**src/rtl/lpm_pkg.sv**
```systemverilog
package lpm_pkg;

    typedef enum logic [2:0] {
        PM_RUN      = 3'd0,
        PM_LPRUN    = 3'd1,
        PM_WAIT     = 3'd2,
        PM_LPWAIT   = 3'd3,
        PM_STOP     = 3'd4,
        PM_DEEPSTOP = 3'd5,
        PM_RETSTOP  = 3'd6,
        PM_OFFSTOP  = 3'd7
    } pmode_e;

    typedef struct packed {
        logic   vld;
        pmode_e tgt;
    } mode_req_t;

    typedef struct packed {
        pmode_e mode;
        pmode_e ret;
        logic   demoted;
    } fsm_state_t;

    typedef struct packed {
        logic ret_exit;
        logic off_exit;
    } exit_evt_t;

    function automatic logic is_run_mode(pmode_e m);
        return (m == PM_RUN) || (m == PM_LPRUN);
    endfunction

    // modes in which the debugger indication is sampled
    function automatic logic is_sample_mode(pmode_e m);
        return (m == PM_RUN) || (m == PM_LPRUN) || (m == PM_WAIT) || (m == PM_LPWAIT);
    endfunction

    function automatic logic is_low_power(pmode_e m);
        return !is_run_mode(m);
    endfunction

    function automatic logic legal_move(pmode_e from, pmode_e to);
        logic ok;
        case (from)
            PM_RUN:   ok = (to == PM_LPRUN) || (to == PM_WAIT) || (to == PM_STOP) ||
                           (to == PM_DEEPSTOP) || (to == PM_RETSTOP) || (to == PM_OFFSTOP);
            PM_LPRUN: ok = (to == PM_RUN) || (to == PM_LPWAIT) || (to == PM_DEEPSTOP) ||
                           (to == PM_RETSTOP) || (to == PM_OFFSTOP);
            default:  ok = 1'b0;
        endcase
        return ok;
    endfunction

endpackage

```
**src/rtl/lpm_pulse_gen.sv**
```systemverilog
module lpm_pulse_gen #(
    parameter int CYCLES = 1
) (
    input  logic clk,
    input  logic rst,
    input  logic trig_i,
    output logic pulse_o
);
    generate
        if (CYCLES <= 1) begin : g_single
            logic q;
            always_ff @(posedge clk) begin
                if (rst) q <= 1'b0;
                else     q <= trig_i;
            end
            assign pulse_o = q;
        end else begin : g_count
            localparam int CW = $clog2(CYCLES + 1);
            logic [CW-1:0] cnt;
            always_ff @(posedge clk) begin
                if (rst)             cnt <= '0;
                else if (trig_i)     cnt <= CW'(CYCLES);
                else if (cnt != '0)  cnt <= cnt - 1'b1;
            end
            assign pulse_o = (cnt != '0);
        end
    endgenerate

    AST_PULSE_FROM_TRIG: assert property (@(posedge clk) disable iff (rst)
        $rose(pulse_o) |-> $past(trig_i));
endmodule

```
**src/rtl/lpm_dbg_track.sv**
```systemverilog
module lpm_dbg_track
    import lpm_pkg::*;
(
    input  logic   clk,
    input  logic   rst,
    input  pmode_e mode_i,
    input  logic   dbg_pwr_req_i,
    input  logic   sys_pwr_req_i,
    input  logic   clear_i,
    output logic   active_o
);
    logic active_q;

    always_ff @(posedge clk) begin
        if (rst)                         active_q <= 1'b0;
        else if (clear_i)                active_q <= 1'b0;
        else if (is_sample_mode(mode_i)) active_q <= dbg_pwr_req_i | sys_pwr_req_i;
    end

    assign active_o = active_q;

    AST_FROZEN_IN_STOP: assert property (@(posedge clk) disable iff (rst)
        (mode_i == PM_STOP || mode_i == PM_DEEPSTOP || mode_i == PM_RETSTOP) |=> $stable(active_o));
    AST_CLEAR_ON_OFF: assert property (@(posedge clk) disable iff (rst)
        clear_i |=> !active_o);
endmodule

```
**src/rtl/lpm_mode_fsm.sv**
```systemverilog
module lpm_mode_fsm
    import lpm_pkg::*;
(
    input  logic      clk,
    input  logic      rst,
    input  mode_req_t req_i,
    input  logic      wakeup_i,
    input  logic      dbg_active_i,
    output pmode_e    mode_o,
    output logic      demoted_o,
    output exit_evt_t exit_o
);
    fsm_state_t st_q, st_d;
    logic take_wake;
    logic take_req;

    always_comb begin
        take_wake = is_low_power(st_q.mode) && wakeup_i;
        take_req  = !take_wake && req_i.vld && legal_move(st_q.mode, req_i.tgt);
        st_d = st_q;
        if (take_wake) begin
            st_d.mode    = st_q.ret;
            st_d.demoted = 1'b0;
        end else if (take_req) begin
            st_d.ret = st_q.mode;
            if (req_i.tgt == PM_DEEPSTOP && dbg_active_i) begin
                st_d.mode    = PM_STOP;
                st_d.demoted = 1'b1;
            end else begin
                st_d.mode    = req_i.tgt;
                st_d.demoted = 1'b0;
            end
        end
    end

    always_ff @(posedge clk) begin
        if (rst) begin
            st_q.mode    <= PM_RUN;
            st_q.ret     <= PM_RUN;
            st_q.demoted <= 1'b0;
        end else begin
            st_q <= st_d;
        end
    end

    assign mode_o          = st_q.mode;
    assign demoted_o       = st_q.demoted;
    assign exit_o.ret_exit = take_wake && (st_q.mode == PM_RETSTOP);
    assign exit_o.off_exit = take_wake && (st_q.mode == PM_OFFSTOP);

    AST_LP_HOLDS_MODE: assert property (@(posedge clk) disable iff (rst)
        (is_low_power(mode_o) && !wakeup_i) |=> $stable(mode_o));
    AST_WAKE_TO_RUN: assert property (@(posedge clk) disable iff (rst)
        (is_low_power(mode_o) && wakeup_i) |=> is_run_mode(mode_o));
    AST_DEMOTE_IS_STOP: assert property (@(posedge clk) disable iff (rst)
        demoted_o |-> (mode_o == PM_STOP));
    AST_NO_DEEP_WITH_DBG: assert property (@(posedge clk) disable iff (rst)
        (req_i.vld && req_i.tgt == PM_DEEPSTOP && dbg_active_i && is_run_mode(mode_o))
        |=> (mode_o == PM_STOP));
endmodule

```
**src/rtl/lpm_dbg_ctrl.sv**
```systemverilog
module lpm_dbg_ctrl
    import lpm_pkg::*;
#(
    parameter int TW_RST_CYCLES  = 1,
    parameter int DBG_RST_EXT    = 1
) (
    input  logic      clk,
    input  logic      rst,
    input  pmode_e    mode_i,
    input  logic      dbg_active_i,
    input  exit_evt_t exit_i,
    input  logic      hold_en_i,
    input  logic      hold_release_i,
    output logic      core_clk_en_o,
    output logic      dbg_access_en_o,
    output logic      dbg_rst_o,
    output logic      twowire_rst_o,
    output logic      sys_hold_o
);
    logic dbg_ext;
    logic hold_q;

    lpm_pulse_gen #(.CYCLES(TW_RST_CYCLES)) i_tw_pulse (
        .clk(clk), .rst(rst), .trig_i(exit_i.ret_exit), .pulse_o(twowire_rst_o)
    );

    lpm_pulse_gen #(.CYCLES(DBG_RST_EXT)) i_dbg_pulse (
        .clk(clk), .rst(rst), .trig_i(exit_i.off_exit), .pulse_o(dbg_ext)
    );

    always_comb begin
        case (mode_i)
            PM_RUN, PM_LPRUN:     core_clk_en_o = 1'b1;
            PM_STOP, PM_DEEPSTOP: core_clk_en_o = dbg_active_i;
            default:              core_clk_en_o = 1'b0;
        endcase
    end

    assign dbg_access_en_o = !(mode_i == PM_RETSTOP || mode_i == PM_OFFSTOP);
    assign dbg_rst_o       = (mode_i == PM_OFFSTOP) || dbg_ext;

    always_ff @(posedge clk) begin
        if (rst)                                hold_q <= 1'b0;
        else if (exit_i.off_exit && hold_en_i)  hold_q <= 1'b1;
        else if (hold_release_i)                hold_q <= 1'b0;
    end

    assign sys_hold_o = hold_q;

    AST_HOLD_AFTER_OFF: assert property (@(posedge clk) disable iff (rst)
        $rose(sys_hold_o) |-> ($past(mode_i) == PM_OFFSTOP));
    AST_HOLD_RELEASE: assert property (@(posedge clk) disable iff (rst)
        (sys_hold_o && hold_release_i && !exit_i.off_exit) |=> !sys_hold_o);
    AST_TW_AFTER_RET: assert property (@(posedge clk) disable iff (rst)
        $rose(twowire_rst_o) |-> ($past(mode_i) == PM_RETSTOP));
    AST_DBG_RST_LEAVES_OFF: assert property (@(posedge clk) disable iff (rst)
        ($past(mode_i) == PM_OFFSTOP && mode_i != PM_OFFSTOP) |-> dbg_rst_o);
endmodule

```
**src/rtl/lpm_ctrl.sv**
```systemverilog
module lpm_ctrl
    import lpm_pkg::*;
#(
    parameter int TW_RST_CYCLES = 1,
    parameter int DBG_RST_EXT   = 1
) (
    input  logic       clk,
    input  logic       rst,
    input  logic       req_valid_i,
    input  logic [2:0] req_mode_i,
    input  logic       wakeup_i,
    input  logic       dbg_pwr_req_i,
    input  logic       sys_pwr_req_i,
    input  logic       hold_en_i,
    input  logic       hold_release_i,
    output logic [2:0] mode_o,
    output logic       core_clk_en_o,
    output logic       dbg_access_en_o,
    output logic       dbg_rst_o,
    output logic       twowire_rst_o,
    output logic       sys_hold_o,
    output logic       pseudo_deep_o
);
    mode_req_t req;
    pmode_e    mode;
    logic      dbg_active;
    exit_evt_t exits;

    assign req.vld = req_valid_i;
    assign req.tgt = pmode_e'(req_mode_i);

    lpm_dbg_track i_track (
        .clk(clk), .rst(rst), .mode_i(mode),
        .dbg_pwr_req_i(dbg_pwr_req_i), .sys_pwr_req_i(sys_pwr_req_i),
        .clear_i(exits.off_exit), .active_o(dbg_active)
    );

    lpm_mode_fsm i_fsm (
        .clk(clk), .rst(rst), .req_i(req), .wakeup_i(wakeup_i),
        .dbg_active_i(dbg_active), .mode_o(mode),
        .demoted_o(pseudo_deep_o), .exit_o(exits)
    );

    lpm_dbg_ctrl #(.TW_RST_CYCLES(TW_RST_CYCLES), .DBG_RST_EXT(DBG_RST_EXT)) i_dctl (
        .clk(clk), .rst(rst), .mode_i(mode), .dbg_active_i(dbg_active),
        .exit_i(exits), .hold_en_i(hold_en_i), .hold_release_i(hold_release_i),
        .core_clk_en_o(core_clk_en_o), .dbg_access_en_o(dbg_access_en_o),
        .dbg_rst_o(dbg_rst_o), .twowire_rst_o(twowire_rst_o), .sys_hold_o(sys_hold_o)
    );

    assign mode_o = mode;

    AST_RESET_RUN: assert property (@(posedge clk)
        rst |=> (mode_o == 3'd0 && !sys_hold_o && !pseudo_deep_o));
    AST_CLK_IN_RUN: assert property (@(posedge clk) disable iff (rst)
        (mode_o == 3'd0 || mode_o == 3'd1) |-> core_clk_en_o);
endmodule

```
**config.mk**
```make
export PLATFORM = sky130hd
export DESIGN_NAME = lpm_ctrl
export DESIGN_NICKNAME = d
export VERILOG_FILES = /design/src/rtl/lpm_pkg.sv /design/src/rtl/lpm_pulse_gen.sv /design/src/rtl/lpm_dbg_track.sv /design/src/rtl/lpm_mode_fsm.sv /design/src/rtl/lpm_dbg_ctrl.sv /design/src/rtl/lpm_ctrl.sv
export SDC_FILE = /design/constraint.sdc
export NUM_CORES = 1
export LEC_CHECK = 0
export ABC_CLOCK_PERIOD_IN_PS = 1800
export CORE_MARGIN = 2
export CORE_UTILIZATION = 41
export DETAILED_ROUTE_END_ITERATION = 16
export PLACE_DENSITY = 0.87
export SLEW_MARGIN = 30
export SYNTH_ARGS = -nofsm -noshare
export SYNTH_HDL_FRONTEND = slang
export SYNTH_SLANG_ARGS = --single-unit
```
**constraint.sdc**
```tcl
create_clock -name clk -period 1.8 [get_ports clk]
set_input_delay 0.27 -clock clk [delete_from_list [all_inputs] [get_ports clk]]
set_output_delay 0.27 -clock clk [all_outputs]
set_load 0.05 [all_outputs]
```
### Yosys cells after proc, flatten, opt, wreduce, memory -nomap -nowiden

Index checks and enable logic that the tools add are counted.

* input port bits: 11
* bits in read-only memories: 0
* memory bits (writable): 0
* word-level logic and storage cells: 64
* register bits: 11
* memories: 0
* output and inout bits: 9
* latch bits: 0

* $lt $le $gt $ge: 0
* reduce and logical (&&, ||, !) cells: 33
* add/subtract/negate cells: 0
* div/mod/pow operators: 0
* multiplexer cells: 8
* multipliers: 0
* bitwise logic cells: 2
* eq/ne operators: 14
* shifts and indexed selects: 0

Operator list (number)
* $eq A3 B3 Y1 const B: 8
* $logic_or A1 B1 Y1: 14
* $eq A3 B2 Y1 const B: 4
* $reduce_or A2 Y1: 4
* $logic_and A1 B1 Y1: 7
* $mux W7: 1
* $eq A3 B1 Y1 const B: 2
* $logic_not A3 Y1: 2
* $mux W3: 2
* $pmux W1 S2: 2
* $reduce_bool A2 Y1: 2
* $logic_not A1 Y1: 3
* $mux W1: 3
* $reduce_and A2 Y1: 1
* $not A1 Y1: 1
* $or A1 B1 Y1: 1

### Logic depth before layout (Yosys ltp)

Gate-level depths: netlist (run 1).

* depth after elaboration: 10
* mapped depth: 5

### Cells and area by module

A second synthesis (run 1) with hierarchy kept.

* cells, all modules: 63
* area total of the unflattened synthesis: 604.3 sq um

By module, submodules not included
* lpm_mode_fsm: area each 432.9 sq um, seq. area each 140.1 sq um, cells each 47, times used 1
* lpm_pulse_gen: area each 33.8 sq um, seq. area each 20.0 sq um, cells each 2, times used 2
* lpm_dbg_ctrl: area each 60.1 sq um, seq. area each 20.0 sq um, cells each 8, times used 1
* lpm_dbg_track: area each 43.8 sq um, seq. area each 20.0 sq um, cells each 4, times used 1

### Worst setup path before layout (run 1)

No wires, ideal clock.

* path kind: register to output
* start point: reg i_fsm.mode_o[2] (netlist name)
* end point: out core_clk_en_o
* path buffers: 1
* arrival time: 1290 ps
* stages on the path, launching flop included: 4
* path slack: 240 ps
* cell sequence: dfxtp_1 clkbuf_1 nor2b_1 nor2_1

* cells in the longest elaborated chain, start to end: 3
* elaborated cells between the ends (all ways): 7
* classes of those cells: eq/ne (3); mux (1); reduce/logical (3)

Ends and longest elaborated chain
* $eq A3 B3 Y1, or another cell as far along: line lpm_dbg_ctrl.sv:32 `case (mode_i)`
* $reduce_or A2 Y1: line lpm_dbg_ctrl.sv:32
* $pmux W1 S2 (*): line lpm_dbg_ctrl.sv:32
* end, declared: line lpm_ctrl.sv:17 `output logic core_clk_en_o,`

Mark *: on every way between the ends. The rest lies on a longest branch, timed or not.

### Worst setup path after layout (run 1)

* start point: reg i_fsm.st_q, in the netlist i_fsm.demoted_o
* end point: out pseudo_deep_o

RTL lines
* start, declared: line lpm_mode_fsm.sv:13 `fsm_state_t st_q, st_d;`
* start signal, assigned: line lpm_mode_fsm.sv:42 `st_q <= st_d;`
* end, declared: line lpm_ctrl.sv:22 `output logic pseudo_deep_o`

No word-level cell between the ends.

==> results of run 1 <==
layer usage:
layer,vias up,GRT usage,wire [um]
li1,234,-,-
met1,209,0.2000,503
met2,24,0.2702,554
met3,4,0.01667,76
met4,0,0.1750,35
met5,-,0,0
registers in the layout (all words and copies together), names as in the netlist:
signal	count
i_dctl.i_dbg_pulse.pulse_o	1
i_dctl.i_tw_pulse.pulse_o	1
i_dctl.sys_hold_o	1
i_fsm.demoted_o	1
i_fsm.mode_o	3
i_fsm.st_q	3
i_track.active_o	1
logic make-up (layout without fill, tap and decap cells):
| logic type | count (synthesis) | in the layout | synth area share |
|---|---|---|---|
| and+or+nand+nor | 27 | 27 | 0.2977 |
| muxes | 1 | 1 | 0.01861 |
| DFF | 11 | 11 | 0.4093 |
| AOI/OAI and AO/OA | 10 | 10 | 0.1651 |
| buffers and inverters | 6 | 25 | 0.06279 |
| xor gates and xnor gates | 1 | 1 | 0.04650 |
worst paths after layout:
kind                        start               to  slack, ns
setup / recovery  i_fsm.demoted_o    pseudo_deep_o       0.13
hold / removal      i_fsm.st_q[3]    i_fsm.st_q[3]       0.47
setup reg to reg  i_fsm.mode_o[0]  i_fsm.demoted_o       0.36
hold reg to reg     i_fsm.st_q[3]    i_fsm.st_q[3]       0.47
Yosys cell counts:
master     count
nand4bb_1      1
inv_1          1
o211ai_4       1
and4_2         1
nor2_1         5
nor2b_1        4
xor3_2         1
buf_4          3
nand3_1        2
o21a_1         2
nor3_1         2
a31oi_1        2
nor4_1         2
a21oi_1        1
nor3b_4        1
nand4_1        1
a31o_2         1
clkbuf_1       2
o2111ai_1      1
a211oi_2       1
nand2_1        5
or2_1          1
and2_1         2
o21ai_0        1
mux2i_1        1
dfxtp_1       11
power by group through the flow:
stage          sequential (uW)  clock, uW  combinational [uW]
3_3_place_gp               277          0                 175
6_report                   274        174                 175
2_1_floorplan              273          0                 129
3_5_place_dp               279          0                 176
4_1_cts                    274        178                 176
5_1_grt                    276        185                 188
cell usage in the layout, fill, tap and decap left out, drive strengths merged:
cell	netlist	layout
nor4	2	2
mux2i	1	1
a21oi	1	1
xor3	1	1
o2111ai	1	1
clkdlybuf4s50	0	13
dfxtp	11	11
a31oi	2	2
and2	2	2
o21a	2	2
inv	1	1
nand4bb	1	1
nor2b	4	4
a211oi	1	1
o211ai	1	1
a31o	1	1
o21ai	1	1
nand3	2	2
nor3	2	2
nand2	5	5
buf	3	7
or2	1	1
nand4	1	1
and4	1	1
clkbuf	2	4
nor2	5	5
nor3b	1	1
per-stage QoR:
step           hold WS (ns)  worst slack [ns]  instance area [um^2]  total power [uW]
5_1_grt              0.4794           0.08465                 748.2             648.9
2_1_floorplan        0.4092            0.2404                 538.0             402.3
4_1_cts              0.4678            0.1203                 748.2             628.5
3_5_place_dp         0.4492          -0.02449                 721.9             455.4
3_3_place_gp         0.4455           0.03190                 721.9             451.9
6_report             0.4660            0.1312                 748.2             623.3
cell type report:
type                            count  area, um^2  share of cell area
Timing Repair Buffer               20       195.2              0.2609
Sequential cell                    11       220.2              0.2943
Tap cell                           15       18.77             0.02508
Inverter                            1       3.754            0.005017
Clock buffer                        4       26.28             0.03512
Multi-Input combinational cell     39       284.0              0.3796
==> flow_summary.yaml, run 1 <==
status:
  status: "finished clean"
synth:
  synthesis.nets: 67
  synth_top_area_frac: 0.4093
  ys_types: 26
  yosysSeqAreaShare: 0.4093
  syn_area_um2: 538.0
  syn-instance-count: 56
  synth_seq_cells: 11
  synth_area_leaders: "dfxtp_1 41%, nor2b_1 4.7%, xor3_2 4.7%, buf_4 4.2%, o211ai_4 4.0%"
  synth_warnings: 0
  synth_top_area_cell: "dfxtp_1"
  synth_area_per_cell_um2: 9.607
power_and_ir_drop:
  pwr-share-seq: 0.439
  p_comb_frac: 0.281
  pwr-share-clk: 0.280
  p_leak_uw: 0.0002892
  irDropWorstVdd_mv: 0.3777
  swShare: 0.3324
  powerDensity_nw_per_um2: 833.1
  power_switching_uw: 207.2
  cellInternalPower_uw: 416.1
place:
  port_buffers: 19
  dp_hpwl_um: 891.4
  place.gp.congestion: 0.7272
  placedCellCount: 86
critical_path:
  crit_path_cell_trace: "clkdlybuf4s50_1"
  cp_num_buf_inv: 1
  critPathArrivalTime_ns: 1.40
  crit_path_end_kind: "output pin"
  max_stage_delay_ns: 0.80
  ff2ff_path_depth: 4
  path_max_fanout: 2
  cp-start-kind: "flip-flop"
  cp_top_family: "buffers and inverters"
  path_class: "reg2out"
  critPathSlowestCell: "clkdlybuf4s50_1"
  critPathRequiredTime_ns: 1.53
  worstSetupPathDepth: 1
timing:
  final_hold_viol_count: 0
  finalCritPeriodShare: 0.9271
  worstMarginPinSlew_ns: 0.4978
  slew_headroom: 0.6671
  fin_worst_skew_ns: 0.002606
  maxSlewViolCount: 0
  finalSetupViolations: 0
  rsz0062_at_grt: "false"
  setup_tns_ns: 0
  period_minus_slack_ns: 1.669
  max_freq_mhz: 599.2
floorplan:
  core_um2: 1269
  die_area_um2: 1618
  die_x_um: 40.23
  core.rowCount: 13
  start_util: 0.4241
  ios: 20
  die_h_um: 40.23
final_layout:
  nFillCells: 103
  nets: 87
  final_core_util: 0.5897
  stdcell_count: 90
  drive_above_1_share: 0.2133
  syn_to_final_growth_pct: 39.07
  diodes: 0
clocking:
  cts_tree: "built"
  cts_buffers: 3
  clockBufferDepth: 2
  clock_latency_ns: 0.27
  post-cts-setup-buffer-count: 0
  ctsResizeCount: 0
  cts.clk_slew.worst_paths_ns: 0.07
  cts.htree.levels: 1
  cts_sinks: 11
  cts_hold_buf: 0
  root_buffer: "clkbuf_4"
detailed_routing:
  wl_per_cell_um: 12.99
  drt_iter0_markers: 10
  first_pass_iters: 5
  drc: 0
  wirelength_um: 1169
  ant_nets: 0
  via_per_inst: 5.233
  num_vias: 471
global_route:
  grt.total_usage: 0.1730
  antenna_found_initial: 0
  grt_pass1_wl_um: 1759
  grt_pass1_vias: 422
  grt_max_degree: 11
  grt_overflow_total: 0
hold_path:
  hp-class: "reg2reg"
  min_path_cells: 1
flow_run:
  drv_cap: 0
No activity file was read; power rests on OpenSTA's default activity.
==> run 2, diff against run 1 <==
==> constraint.sdc (replaced) <==
create_clock -name clk -period 1.8 [get_ports clk]
set_input_delay 0.27 -clock clk [delete_from_list [all_inputs] [get_ports clk]]
set_output_delay 0.27 -clock clk [all_outputs]
set_load 0.1 [all_outputs]
==> flow_summary.yaml, run 2 (synthesis results as in run 1) <==
global_route:
  grt_overflow_total: 0
  grt_pass1_wl_um: 1683
  grt_max_degree: 11
  grt_pass1_vias: 446
  grt.total_usage: 0.1603
  antenna_found_initial: 0
hold_path:
  hold_path_end: "i_fsm.st_q[2]"
  hp-class: "reg2reg"
  min_path_cells: 1
  min_from: "i_fsm.st_q[2]"
place:
  placedCellCount: 87
  place_area_um2: 787.0
  port_buffers: 19
  dp_hpwl_um: 900.9
  place.gp.congestion: 0.7715
final_layout:
  nFillCells: 99
  multi_input_comb_area_um2: 286.5
  finish.instance_area_um2: 813.3
  stdcell_count: 91
  diodes: 0
  drive_above_1_share: 0.2763
  nets: 88
  layout_common_cells: "11 x dfxtp_1, 10 x clkdlybuf4s50_1, 6 x buf_12, 5 x nand2_1, 5 x buf_4"
  regArea_um2: 220.2
  final_core_util: 0.6410
  mostFrequentLayoutCell: "dfxtp_1"
  syn_to_final_growth_pct: 51.16
critical_path:
  path_class: "reg2out"
  cp-startpoint: "i_fsm.mode_o[2]"
  critPathArrivalTime_ns: 1.38
  crit_path_cell_trace: "nor2b_1 > nor2_2 > buf_12"
  cp_num_buf_inv: 1
  crit_path_end_kind: "output pin"
  r2r_setup_slack_ns: 0.39
  critPathSlowestCell: "dfxtp_1"
  ff2ff_path_depth: 4
  max_stage_delay_ns: 0.57
  cp-start-kind: "flip-flop"
  cp_top_family: "flip-flops"
  path_max_fanout: 10
  r2r_end: "i_fsm.st_q[1]"
  critPathRequiredTime_ns: 1.53
  r2r_start: "i_fsm.mode_o[0]"
timing:
  slew_headroom: 0.6957
  finalCritPeriodShare: 0.9161
  finalSetupViolations: 0
  setup_tns_ns: 0
  worstMarginPinSlew_ns: 0.4516
  max_freq_mhz: 606.4
  period_minus_slack_ns: 1.649
  fin_worst_skew_ns: 0.003771
  final_hold_viol_count: 0
  maxSlewViolCount: 0
  rsz0062_at_grt: "false"
floorplan:
  ios: 20
  die_h_um: 40.23
  die_x_um: 40.23
  start_util: 0.4241
  die_area_um2: 1618
  core.rowCount: 13
  core_um2: 1269
clocking:
  ctsResizeCount: 0
  cts.clk_slew.worst_paths_ns: 0.07
  cts_hold_buf: 0
  cts.htree.levels: 1
  cts_sinks: 11
  cts_buffers: 3
  post-cts-setup-buffer-count: 0
  clockBufferDepth: 2
  cts_tree: "built"
  clock_latency_ns: 0.27
  root_buffer: "clkbuf_4"
power_and_ir_drop:
  power.total_uw: 707.6
  powerDensity_nw_per_um2: 870.0
  irDropWorstVdd_mv: 0.3998
  p_leak_uw: 0.0003224
flow_run:
  drv_cap: 0
detailed_routing:
  wl_per_cell_um: 12.30
  drc: 0
  drt_iter0_markers: 4
  first_pass_iters: 3
  via_per_inst: 5.231
  ant_nets: 0
  num_vias: 476
  wirelength_um: 1119
status:
  status: "finished clean"
## run 2: changes by cell type in the layout (fill, tap and decap cells not counted), sizes merged
cell / delta
buf: +4
clkdlybuf4s50: -3
## run 2: worst max path at each step
| stage | end | slack, ns | cells after the start |
|---|---|---|---|
| after global placement | i_fsm.st_q[1] | 0.03 | 5 |
| after detailed placement | i_fsm.st_q[1] | -0.01 | 5 |
| after floorplan | i_dctl.i_tw_pulse.pulse_o | 0.09 | 3 |
| after CTS | core_clk_en_o | 0.14 | 3 |
| after global routing | core_clk_en_o | 0.06 | 3 |
| final | core_clk_en_o | 0.15 | 3 |
## run 2: final cells by class
class                           count  area share
Clock buffer                        4     0.03231
Inverter                            1    0.004615
Multi-Input combinational cell     39      0.3523
Sequential cell                    11      0.2708
Tap cell                           15     0.02308
Timing Repair Buffer               21      0.3169
## run 2: worst register-to-register path: stages, from the launching register on
cell      delay [ns]
dfxtp_1         0.33
xor3_2          0.46
o211ai_4        0.24
mux2i_1         0.21
nor2_1          0.05
## run 2: metrics by stage
step,worst slack [ns],hold WS (ns)
after global placement,0.03319,0.4451
after CTS,0.1436,0.4724
after global routing,0.06110,0.4852
final,0.1510,0.4702
after floorplan,0.09295,0.4092
after detailed placement,-0.01293,0.4530
## run 2: power breakdown
part / switching, uW / total [uW] / internal [uW]
Clock: 81.4 / 167 / 85.8
Sequential: 21.8 / 276 / 254
Combinational: 154 / 264 / 110
Total: 258 / 708 / 450
## run 2: layer usage
layer  vias up  share of wire  GRT usage
met4         0          0.029     0.1250
met3         5          0.046    0.02222
met1       214           0.42     0.1729
li1        241              -          -
met2        16           0.50     0.2782
met5         -              0          0
==> run 3, diff against run 2 <==
--- a/config.mk
+++ b/config.mk
@@ -6,7 +6,7 @@
 export NUM_CORES = 1
 export LEC_CHECK = 0
 export ABC_CLOCK_PERIOD_IN_PS = 1800
-export CORE_MARGIN = 2
+export CORE_MARGIN = 3
 export CORE_UTILIZATION = 41
 export DETAILED_ROUTE_END_ITERATION = 16
 export PLACE_DENSITY = 0.87
==> flow_summary.yaml, run 3 (synthesis results as in run 1) <==
critical_path:
  cp-start-kind: "flip-flop"
  path_class: "reg2out"
  r2r_end: "i_fsm.st_q[1]"
  crit_path_end_kind: "output pin"
  path_max_fanout: 10
  critPathRequiredTime_ns: 1.53
  cp-startpoint: "i_fsm.mode_o[2]"
  r2r_setup_slack_ns: 0.39
  critPathArrivalTime_ns: 1.40
  ff2ff_path_depth: 4
  r2r_start: "i_fsm.mode_o[0]"
detailed_routing:
  wirelength_um: 1210
  drc: 0
  ant_nets: 0
  wl_per_cell_um: 13.44
  num_vias: 474
  via_per_inst: 5.267
  drt_iter0_markers: 7
  first_pass_iters: 4
timing:
  rsz0062_at_grt: "false"
  fin_worst_skew_ns: 0.002697
  final_hold_viol_count: 0
  period_minus_slack_ns: 1.674
  max_freq_mhz: 597.4
  finalSetupViolations: 0
  slew_headroom: 0.6873
  worstMarginPinSlew_ns: 0.4642
  maxSlewViolCount: 0
  finalCritPeriodShare: 0.9300
clocking:
  cts_sinks: 11
  cts_tree: "built"
  cts_hold_buf: 0
  cts.clk_slew.worst_paths_ns: 0.07
  cts_buffers: 3
  cts.htree.levels: 1
  clockBufferDepth: 2
  clock_latency_ns: 0.26
  post-cts-setup-buffer-count: 0
  ctsResizeCount: 0
  root_buffer: "clkbuf_4"
global_route:
  grt_overflow_total: 0
  grt_max_degree: 11
  grt.total_usage: 0.1520
  grt_pass1_wl_um: 2070
  grt_pass1_vias: 449
  antenna_found_initial: 0
hold_path:
  min_from: "i_fsm.st_q[2]"
  min_path_cells: 1
  hp-class: "reg2reg"
  hold_path_end: "i_fsm.st_q[2]"
floorplan:
  core.rowCount: 12
  die_area_um2: 1783
  core_um2: 1171
  die_x_um: 42.23
  die_h_um: 42.23
  start_util: 0.4594
  ios: 20
status:
  status: "finished clean"
power_and_ir_drop:
  irDropWorstVdd_mv: 0.5123
  powerDensity_nw_per_um2: 873.0
  p_leak_uw: 0.0003224
  power.total_uw: 708.9
final_layout:
  diodes: 0
  drive_above_1_share: 0.2763
  stdcell_count: 90
  nets: 88
  regArea_um2: 220.2
  multi_input_comb_area_um2: 286.5
  layout_common_cells: "11 x dfxtp_1, 10 x clkdlybuf4s50_1, 6 x buf_12, 5 x nand2_1, 5 x buf_4"
  syn_to_final_growth_pct: 50.93
  mostFrequentLayoutCell: "dfxtp_1"
  nFillCells: 91
flow_run:
  drv_cap: 0
place:
  place.gp.congestion: 0.7580
  placedCellCount: 86
  dp_hpwl_um: 916.8
  port_buffers: 19
run 3: final cells by class:
| class | count | share of cell area |
|---|---|---|
| repair buffers | 21 | 0.3174 |
| multi-input cells | 39 | 0.3529 |
| clock buffers | 4 | 0.03236 |
| well taps | 14 | 0.02157 |
| flip-flops and latches | 11 | 0.2712 |
| inverters | 1 | 0.004622 |
run 3: worst max path at each step:
stage	to	depth (start not counted)
2_1_floorplan	i_dctl.i_tw_pulse.pulse_o	3
3_3_place_gp	i_fsm.st_q[1]	5
3_5_place_dp	i_fsm.st_q[1]	5
4_1_cts	core_clk_en_o	3
5_1_grt	core_clk_en_o	3
6_report	core_clk_en_o	3
run 3: critical path: stages, from the launching register on:
cell and delay, ns:
dfxtp_1 0.59, nor2b_1 0.29, nor2_2 0.08, buf_12 0.18
run 3: per-layer routing:
layer  global-route usage  vias to the layer above  wire length [um]
li1                     -                      238                 -
met1               0.1948                      216               527
met2               0.2340                       16               581
met3              0.03863                        4                77
met4              0.07453                        0                24
met5                    0                        -                 0
run 3: power breakdown:
part           total (uW)  leakage, uW  switching (uW)  internal (uW)
sequential            276    0.0000894            22.2            254
combinational         266     0.000218             156            110
clock                 167    0.0000150            81.0           85.5
total                 709     0.000322             259            450
run 3: per-stage QoR:
step / hold WS (ns) / instance area, um^2 / util / setup TNS, ns / setup slack [ns]
2_1_floorplan: 0.4092 / 540.5 / - / 0 / 0.09295
3_3_place_gp: 0.4432 / 785.8 / 0.6709 / 0 / 0.03205
3_5_place_dp: 0.4482 / 785.8 / 0.6709 / -0.01786 / -0.01713
4_1_cts: 0.4681 / 812.0 / 0.6934 / 0 / 0.1231
5_1_grt: 0.4878 / 812.0 / 0.6934 / 0 / 0.03822
6_report: 0.4683 / 812.0 / 0.6934 / 0 / 0.1260
